[src/rtl/uart_rx_status_pkg.sv]
package uart_rx_status_pkg;
  localparam int ERR_W  = 3;
  localparam int DATA_W = 8;

  typedef struct packed {
    logic [ERR_W-1:0]  err;
    logic [DATA_W-1:0] data;
  } rx_entry_t;

  typedef struct packed {
    logic push;
    logic pop;
  } rx_strobe_t;
endpackage

[src/rtl/uart_rx_status_dpath.sv]
module uart_rx_status_dpath
  import uart_rx_status_pkg::*;
#(
  parameter int DEPTH = 16,
  localparam int AW = $clog2(DEPTH),
  localparam int CW = AW + 1
) (
  input  logic        clk,
  input  logic        rstN,
  input  rx_strobe_t  strobe,
  input  rx_entry_t   wrEntry,
  output rx_entry_t   headEntry,
  output logic [CW-1:0] level,
  output logic        errPresent
);
  localparam logic [AW-1:0] LAST_IDX = AW'(DEPTH - 1);

  rx_entry_t     store [DEPTH];
  logic [AW-1:0] wrPtr, rdPtr;
  logic [CW-1:0] errCnt;
  logic          pushErr, popErr;

  assign pushErr = strobe.push && (wrEntry.err != '0);
  assign popErr  = strobe.pop && (store[rdPtr].err != '0);

  always_ff @(posedge clk) begin
    if (strobe.push) store[wrPtr] <= wrEntry;
  end

  always_ff @(posedge clk) begin
    if (!rstN) begin
      wrPtr  <= '0;
      rdPtr  <= '0;
      level  <= '0;
      errCnt <= '0;
    end else begin
      if (strobe.push) wrPtr <= (wrPtr == LAST_IDX) ? '0 : wrPtr + AW'(1);
      if (strobe.pop)  rdPtr <= (rdPtr == LAST_IDX) ? '0 : rdPtr + AW'(1);
      level  <= level + CW'(strobe.push) - CW'(strobe.pop);
      errCnt <= errCnt + CW'(pushErr) - CW'(popErr);
    end
  end

  assign headEntry  = store[rdPtr];
  assign errPresent = (errCnt != '0);
endmodule

[src/rtl/uart_rx_status_ctrl.sv]
module uart_rx_status_ctrl
  import uart_rx_status_pkg::*;
#(
  parameter int DEPTH = 16,
  parameter int TW = 16,
  localparam int CW = $clog2(DEPTH) + 1
) (
  input  logic              clk,
  input  logic              rstN,
  input  logic              fifoMode,
  input  logic              timerEn,
  input  logic [TW-1:0]     timerLoad,
  input  logic              ucDataWr,
  input  logic [DATA_W-1:0] ucData,
  input  logic              ucLsrWr,
  input  logic [ERR_W-1:0]  ucLsrErr,
  input  logic              hostDataRd,
  input  logic              hostLsrRd,
  input  logic [CW-1:0]     level,
  input  rx_entry_t         headEntry,
  input  logic              errPresent,
  output rx_strobe_t        strobe,
  output rx_entry_t         wrEntry,
  output logic              ucDataReady,
  output logic [7:0]        hostLsr
);
  localparam logic [CW-1:0] FULL_LVL = CW'(DEPTH);

  logic [ERR_W-1:0] shadowErr;
  logic [ERR_W-1:0] lsrErr;
  logic             overrun;
  logic [TW-1:0]    timer;
  logic             drHeld;
  logic             full, notEmpty, hostDr;
  logic [CW-1:0]    levelNext;
  logic [ERR_W-1:0] headErr;

  assign notEmpty  = (level != '0);
  assign full      = fifoMode ? (level == FULL_LVL) : notEmpty;
  assign strobe.push = ucDataWr && !full;
  assign strobe.pop  = hostDataRd && notEmpty;
  assign wrEntry   = '{err: shadowErr, data: ucData};
  assign levelNext = level + CW'(strobe.push) - CW'(strobe.pop);
  assign headErr   = notEmpty ? headEntry.err : '0;

  // status staged until the next data byte
  always_ff @(posedge clk) begin
    if (!rstN)          shadowErr <= '0;
    else if (ucLsrWr)   shadowErr <= ucLsrErr;
    else if (ucDataWr)  shadowErr <= '0;
  end

  // accumulated error bits and overrun
  always_ff @(posedge clk) begin
    if (!rstN) begin
      lsrErr  <= '0;
      overrun <= 1'b0;
    end else begin
      lsrErr <= (hostLsrRd ? '0 : lsrErr) | (strobe.pop ? headEntry.err : '0);
      if (ucDataWr && full) overrun <= 1'b1;
      else if (hostLsrRd)   overrun <= 1'b0;
    end
  end

  // host data-ready delay
  always_ff @(posedge clk) begin
    if (!rstN) begin
      timer  <= '0;
      drHeld <= 1'b0;
    end else begin
      if (strobe.push)        timer <= timerLoad;
      else if (timer != '0)   timer <= timer - TW'(1);

      if (levelNext == '0)                           drHeld <= 1'b0;
      else if (strobe.push && timerLoad == '0)       drHeld <= 1'b1;
      else if (timer == TW'(1))                      drHeld <= 1'b1;
    end
  end

  assign hostDr      = timerEn ? drHeld : notEmpty;
  assign ucDataReady = notEmpty;
  assign hostLsr     = {fifoMode & errPresent, 2'b00, lsrErr | headErr, overrun, hostDr};
endmodule

[src/rtl/uart_rx_status.sv]
module uart_rx_status
  import uart_rx_status_pkg::*;
#(
  parameter int DEPTH = 16,
  parameter int TW = 16,
  localparam int CW = $clog2(DEPTH) + 1
) (
  input  logic          clk,
  input  logic          rstN,
  input  logic          fifoMode,
  input  logic          timerEn,
  input  logic [TW-1:0] timerLoad,
  input  logic          ucDataWr,
  input  logic [7:0]    ucData,
  input  logic          ucLsrWr,
  input  logic [2:0]    ucLsrErr,
  output logic          ucDataReady,
  input  logic          hostDataRd,
  input  logic          hostLsrRd,
  output logic [7:0]    hostData,
  output logic [7:0]    hostLsr
);
  rx_strobe_t    strobe;
  rx_entry_t     wrEntry, headEntry;
  logic [CW-1:0] level;
  logic          errPresent;

  uart_rx_status_ctrl #(.DEPTH(DEPTH), .TW(TW)) u_ctrl (
    .clk(clk), .rstN(rstN), .fifoMode(fifoMode), .timerEn(timerEn),
    .timerLoad(timerLoad), .ucDataWr(ucDataWr), .ucData(ucData),
    .ucLsrWr(ucLsrWr), .ucLsrErr(ucLsrErr), .hostDataRd(hostDataRd),
    .hostLsrRd(hostLsrRd), .level(level), .headEntry(headEntry),
    .errPresent(errPresent), .strobe(strobe), .wrEntry(wrEntry),
    .ucDataReady(ucDataReady), .hostLsr(hostLsr)
  );

  uart_rx_status_dpath #(.DEPTH(DEPTH)) u_dpath (
    .clk(clk), .rstN(rstN), .strobe(strobe), .wrEntry(wrEntry),
    .headEntry(headEntry), .level(level), .errPresent(errPresent)
  );

  assign hostData = (level != '0) ? headEntry.data : '0;
endmodule

[config.mk]
export PLATFORM = sky130hd
export DESIGN_NAME = uart_rx_status
export DESIGN_NICKNAME = d
export VERILOG_FILES = /design/src/rtl/uart_rx_status_pkg.sv /design/src/rtl/uart_rx_status_dpath.sv /design/src/rtl/uart_rx_status_ctrl.sv /design/src/rtl/uart_rx_status.sv
export SDC_FILE = /design/constraint.sdc
export NUM_CORES = 1
export LEC_CHECK = 0
export ABC_AREA = 1
export BUFFER_PORTS_ARGS = -buffer_cell sky130_fd_sc_hd__buf_2
export CELL_PAD_IN_SITES_DETAIL_PLACEMENT = 0
export CELL_PAD_IN_SITES_GLOBAL_PLACEMENT = 2
export CORE_MARGIN = 2
export CORE_UTILIZATION = 43
export DETAILED_ROUTE_END_ITERATION = 12
export PLACE_DENSITY_LB_ADDON = 0.05
export SETUP_SLACK_MARGIN = 0.1
export SYNTH_ARGS = -nofsm -noshare
export SYNTH_HDL_FRONTEND = slang
export SYNTH_SLANG_ARGS = --single-unit
[constraint.sdc]
create_clock -name clk -period 6.1 [get_ports clk]
set_input_delay 1.22 -clock clk [delete_from_list [all_inputs] [get_ports clk]]
set_output_delay 1.22 -clock clk [all_outputs]
set_load 0.005 [all_outputs]
==> results by group, run 1 <==
STA
  • Endpoints failing setup: 0
  • Max-slew violations: 0
  • Fmax: between 200 and 250 MHz
  • RSZ-0062 raised after global routing: no
  • Fin crit period: approximately 4.2 ns
  • Fin crit share: 68.6%
  • Slew HR: a little under a quarter
  • Final TNS setup: 0 ns
  • Post-Route Skew: between 0.007 and 0.008 ns
  • Measured slew at the worst slew-check pin: around 1.1 ns
  • Final Hold Fails: 0

Power and ir drop
  • Peak VDD IR: between 0.2 and 0.3 mV
  • Leak: 4.36 nW
  • Total internal power: between 3 and 4 mW
  • Switching portion of total power: between 30% and 40%
  • Pwr per Cell Area: about 440 mW/mm^2
  • Sequential power share: between 30% and 40%
  • Gate power share: 31.1%
  • Clock share of power: between 30% and 40%
  • Switching power: between 1.5 and 2 mW

Yosys
  • Most frequent cell after synthesis: nand2_1
  • Top_reg_cell synth: edfxtp_1
  • Part of the Yosys area used for sequential elements: between 60% and 70%
  • Synthesized instance count: between 900 and 1k
  • Avg Inst Size Synth: 10.2 sq um
  • Cell Area, Synth: approximately 0.0099 sq mm
  • Synth warn: 0
  • Ys async rst share: 0%
  • Yosys top cell by area: edfxtp_1
  • Post-synth top cells: 251 x nand2_1, 176 x edfxtp_1, 98 x nor2_1
  • Number of synthesized flops with an enable pin: ~180
  • Distinct cell type count after synthesis: 46
  • Flops & latches, synth: between 200 and 250
  • Yosys top cell area share: a little over half
  • Top cells by area, synth: edfxtp_1 53%, nand2_1 9.5%, dfxtp_1 9.3%

Clocking
  • Post-CTS Setup Repair Bufs: 0
  • Clk sinks: approximately 220
  • CTS buffer count: 25
  • CTS H-tree depth: 1
  • CTS tree: yes
  • Worst skew pair latency: between 0.5 and 0.6 ns
  • Hold Buf Count CTS: 0
  • Clock root cell: clkbuf_16
  • Reg clk slew, reported paths: roughly 0.06 ns
  • Clock buffer depth: 3
  • Resized cells post-CTS: 0

Place
  • Number of port buffers: 49
  • GP Congestion: between 0.7 and 0.8
  • Post-DP HPWL: roughly 16 mm

GRT
  • Largest net degree at the start of global routing: 89
  • Vias in the first global route: approximately 6.6k
  • Initial antenna violation count: 0
  • Total grt overflow: 0
  • First-pass GRT wire length: 38.0 mm
  • GRT Total Usage: 20.6%

Detailed routing
  • First-pass iteration count of the detailed router: 7
  • ANT nets after route: 0
  • Via density: slightly above 5
  • Overall routed net length: ~24 mm
  • Vias: approximately 6.8k
  • Iter 0 DRT Violations: 383
  • DR WL/cell: ~19 um
  • Number of remaining DRC errors: 0

Floorplanning
  • Full die area: approximately 0.024 sq mm
  • DIE HEIGHT: approximately 160 um
  • Core ar.: 0.0226 sq mm
  • IO Count: 52
  • Row count: between 50 and 60
  • Die Wd: about 160 um
  • Effective utilization at floorplan: between 40% and 50%

Job
  • Max cap viols: 0

Setup path
  • Crit path max fanout: 61
  • Worst path max stage delay: 0.53 ns
  • Startpoint types: flip-flop
  • WP data required: between 4 and 5 ns
  • Critical Path Most Common Cell: a21oi_1
  • Crit-path cells: buf_4, inv_2, nand3_1, nand2_1, a21oi_1, o31ai_1, a21oi_1, buf_2
  • Slowest CP cell: buf_4
  • Crit Path Category: reg -> out
  • Setup crit end kind: output pin
  • CP bufs+invs: 3
  • CP top delay family: buffers and inverters
  • Crit path DAT: slightly below 3 ns

Cells and area
  • Layout Utilization: between 40% and 50%
  • Layout cell share with drive strength beyond 1: 11.7%
  • Diodes inserted: 0
  • Final nets: 1,063
  • Synth-to-layout area growth: 11.4%

Status
  • Status: finished clean

Hold path
  • Hold crit path type: reg -> reg
==> worst paths after layout <==
kind                                      from                 to  slack (ns)  cells past startpoint
worst max-delay path                 flip-flop        hostData[2]        1.92                      8
worst max register to register       flip-flop  u_dpath.errCnt[4]        2.52                     16
worst min-delay path            u_ctrl.overrun     u_ctrl.overrun        0.47                      2
worst min register to register  u_ctrl.overrun     u_ctrl.overrun        0.47                      2
==> registers in the layout, indices dropped and copies added (netlist names), named ones only <==
| signal | flops |
|---|---|
| u_dpath.store | 176 |
| u_ctrl.timer | 16 |
| u_dpath.errCnt | 5 |
| u_dpath.level | 5 |
| u_dpath.rdPtr | 4 |
| u_dpath.wrPtr | 4 |
| u_ctrl.lsrErr | 3 |
| u_ctrl.shadowErr | 3 |
| u_ctrl.drHeld | 1 |
| u_ctrl.overrun | 1 |
==> logic make-up after synthesis <==
kind of cell | count (synthesis) | share of synthesized area, %
buffers and inverters | 119 | 5.80
XOR/XNOR | 13 | 1.15
other | 1 | 0.0378
flip-flops | 222 | 62.5
AO/OA/AOI/OAI | 125 | 7.02
adder cells (fa/ha/maj) | 20 | 2.67
AND/OR/NAND/NOR | 474 | 20.8
==> layout by cell type (no fill, tap or decap), types with 4 or more instances in the layout <==
cell and count:
nand2_1 251, nand3_1 93, clkbuf_16 25, buf_2 49, edfxtp_1 176, ha_1 18
nor3_1 5, clkbuf_1 4, o21ai_0 30, inv_2 5, clkinv_1 4, o31ai_1 16
xnor2_1 4, nor2_1 98, clkinv_2 6, nor2_2 4, dfxtp_1 44, xor2_1 9
inv_1 65, a21oi_1 62, o21ai_1 5
==> power by group through the flow <==
| stage | combinational (mW) | sequential [mW] | clock [mW] |
|---|---|---|---|
| 2_1_floorplan | 1.16 | 1.87 | 0 |
| 3_3_place_gp | 1.54 | 1.90 | 0 |
| 3_5_place_dp | 1.53 | 1.90 | 0 |
| 4_1_cts | 1.54 | 1.87 | 1.51 |
| 5_1_grt | 1.73 | 1.88 | 1.56 |
| 6_report | 1.51 | 1.87 | 1.48 |
==> stage by stage <==
step / cells / setup slack, ns / instance area [sq um] / power, mW / hold slack, ns
after floorplan: 975 / 3.15 / 9930 / 3.03 / 0.444
final: 1310 / 1.92 / 11100 / 4.85 / 0.467
after global routing: 1310 / 1.71 / 11100 / 5.17 / 0.484
after CTS: 1310 / 1.88 / 11100 / 4.91 / 0.468
after global placement: 1266 / 2.12 / 10300 / 3.44 / 0.452
after detailed placement: 1266 / 2.05 / 10300 / 3.43 / 0.457
==> final cells by class <==
type / count / area [sq um]
clock buffer: 29 / 641
clock inverter: 15 / 159
fill: 2125 / 11600
inverter: 73 / 279
multi-input combinational: 634 / 3150
sequential: 222 / 6210
tap: 285 / 357
timing repair buffer: 52 / 268
==> worst reg2reg max path, cell delays in order (launching register included) <==
cell and delay [ns]:
dfxtp_2 0.31, buf_4 0.53, inv_2 0.48, nand2_1 0.24, nand3_1 0.14, nand3_1 0.14, nand2_1 0.13, nand2_1 0.10
nand3_1 0.08, ha_1 0.28, inv_1 0.04, ha_1 0.21, fa_1 0.43, nand3_1 0.10, nand2_1 0.07, o21ai_0 0.15
a21oi_1 0.06
==> routing by layer <==
layer	global-route usage (%)	wire (um)	up-vias	part of all wire, %
li1	-	-	3362	-
met1	27.5	11000	3217	45
met2	35.6	11800	160	48
met3	2.36	1060	30	4.3
met4	5.77	575	0	2.3
met5	0	0	-	0
No activity file was read; power rests on OpenSTA's default activity.
==> inputs of run 2 (changes only) <==
- CORE_UTILIZATION: 43 -> 40
- clock period: 6.1 -> 4.3 ns (I/O delays scaled with it)
==> results by group, run 2 (synthesized netlist as in run 1, its figures left out) <==
Detailed routing
  • DR WL/cell: roughly 18 um
  • Number of remaining DRC errors: 0
  • Vias: 6,699
  • Overall routed net length: 24.3 mm
  • Via density: between 4 and 5
  • ANT nets after route: 0
  • Iter 0 DRT Violations: 386
  • First-pass iteration count of the detailed router: 4

Cells and area
  • Final nets: approximately 1.1k
  • Synth-to-layout area growth: 13.5%
  • Largest regs: u_dpath.store (176), u_ctrl.timer (16)
  • Filler cell count: 2,338
  • Diodes inserted: 0
  • Commonest non-fill, non-tap cell in the layout: nand2_1
  • Post-route insts no fill: ~1.4k
  • Layout cell share with drive strength beyond 1: 13.0%
  • Max FFs per register: roughly 180
  • Biggest register: u_dpath.store
  • Most frequent cells in the layout: 251 x nand2_1, 176 x edfxtp_1, 98 x nor2_1
  • Layout Utilization: between 40% and 50%

STA
  • Endpoints failing setup: 0
  • Fin crit period: between 3 and 4 ns
  • Fin crit share: 82.6%
  • Final Hold Fails: 0
  • Measured slew at the worst slew-check pin: 0.827 ns
  • RSZ-0062 raised after global routing: no
  • Max-slew violations: 0
  • Final TNS setup: 0 ns
  • Slew HR: between 40 and 50%
  • Post-Route Skew: 0.0133 ns
  • Fmax: around 280 MHz

Floorplanning
  • Die Wd: ~160 um
  • IO Count: 52
  • Core ar.: approximately 0.024 sq mm
  • Row count: between 50 and 60
  • Full die area: ~0.026 sq mm
  • Effective utilization at floorplan: 40.8%
  • DIE HEIGHT: roughly 160 um

Setup path
  • WP data required: roughly 3.4 ns
  • Crit Path Category: reg -> out
  • Crit path max fanout: 63
  • Setup crit end kind: output pin
  • Slowest CP cell: inv_4
  • Worst path max stage delay: about 0.50 ns
  • Startpoint types: flip-flop
  • R2R depth: 16
  • Crit-path cells: inv_4, buf_4, nand2_1, nand3_1, nand2_1, a21oi_1, o31ai_1, a21oi_1, buf_2
  • Crit path DAT: approximately 2.7 ns

Clocking
  • Resized cells post-CTS: 0
  • Clk sinks: ~220
  • CTS buffer count: 25
  • CTS tree: yes
  • Worst skew pair latency: between 0.5 and 0.6 ns
  • Reg clk slew, reported paths: 0.06 ns
  • Clock root cell: clkbuf_16
  • Hold Buf Count CTS: 0
  • Post-CTS Setup Repair Bufs: 0
  • Clock buffer depth: 3
  • CTS H-tree depth: 1

GRT
  • Largest net degree at the start of global routing: between 80 and 90
  • Vias in the first global route: approximately 6.6k
  • First-pass GRT wire length: 37.9 mm
  • Initial antenna violation count: 0
  • GRT Total Usage: 18.9%
  • Total grt overflow: 0

Power and ir drop
  • Leak: 4.46 nW
  • Pwr per Cell Area: between 600 and 700 mW/mm^2
  • Peak VDD IR: between 0.2 and 0.3 mV

Hold path
  • Hold_sp: u_ctrl.overrun
  • Hold Path Cell Cnt: 2
  • Hold crit path type: reg -> reg

Place
  • GP Congestion: between 0.7 and 0.8
  • Post-DP HPWL: 15.4 mm
  • Placed cells: approximately 1.3k
  • Number of port buffers: between 40 and 50

Status
  • Status: finished clean

Job
  • Max cap viols: 0
run 2: cell types whose count changed in the layout (fill, tap and decap cells not counted), sizes merged:
cell / change
buf: +20
clkinv: +1
clkbuf: +1
inv: -1
run 2: where the power goes:
group | switching (mW) | total [mW] | internal [mW]
sequential | 0.146 | 2.65 | 2.51
combinational | 1.39 | 2.13 | 0.745
clock | 0.831 | 2.07 | 1.24
run 2: per-stage QoR:
step                hold WS (ns)  total power, mW  setup WS [ns]  instance area, sq um
finish                     0.463             6.86          0.750                 11300
global route               0.483             7.34          0.533                 11300
CTS                        0.466             6.95          0.734                 11300
detailed placement         0.456             4.86           1.14                 10500
global placement           0.457             4.88           1.19                 10500
floorplan                  0.444             4.30           1.69                  9930
run 2: final timing paths:
check / to / slack (ns)
setup / recovery: hostData[4] / 0.75
hold / removal: u_ctrl.overrun / 0.46
setup reg to reg: u_dpath.errCnt[4] / 1.17
hold reg to reg: u_ctrl.overrun / 0.46
run 2: layer usage:
| metal | wire length (um) | GRT usage [%] | part of all wire, % |
|---|---|---|---|
| met2 | 11600 | 32.3 | 48 |
| met4 | 286 | 3.49 | 1.2 |
| met5 | 0 | 0 | 0 |
| met1 | 11500 | 26.1 | 47 |
| met3 | 961 | 2.49 | 4.0 |
run 2: layout make-up:
cell class | count | area, sq um | area share (%)
multi-input combinational | 634 | 3150 | 28.0
clock buffer | 30 | 644 | 5.72
sequential | 222 | 6210 | 55.1
inverter | 73 | 279 | 2.48
clock inverter | 15 | 148 | 1.31
timing repair buffer | 72 | 430 | 3.82
tap | 324 | 405 | 3.60
run 2: worst max-delay path, delay by kind of cell (launching register included):
| kind | cells | cell delay [ns] |
|---|---|---|
| flops | 1 | 0.34 |
| simple gates | 3 | 0.23 |
| compound gates | 3 | 0.53 |
| buf+inv | 3 | 1.05 |
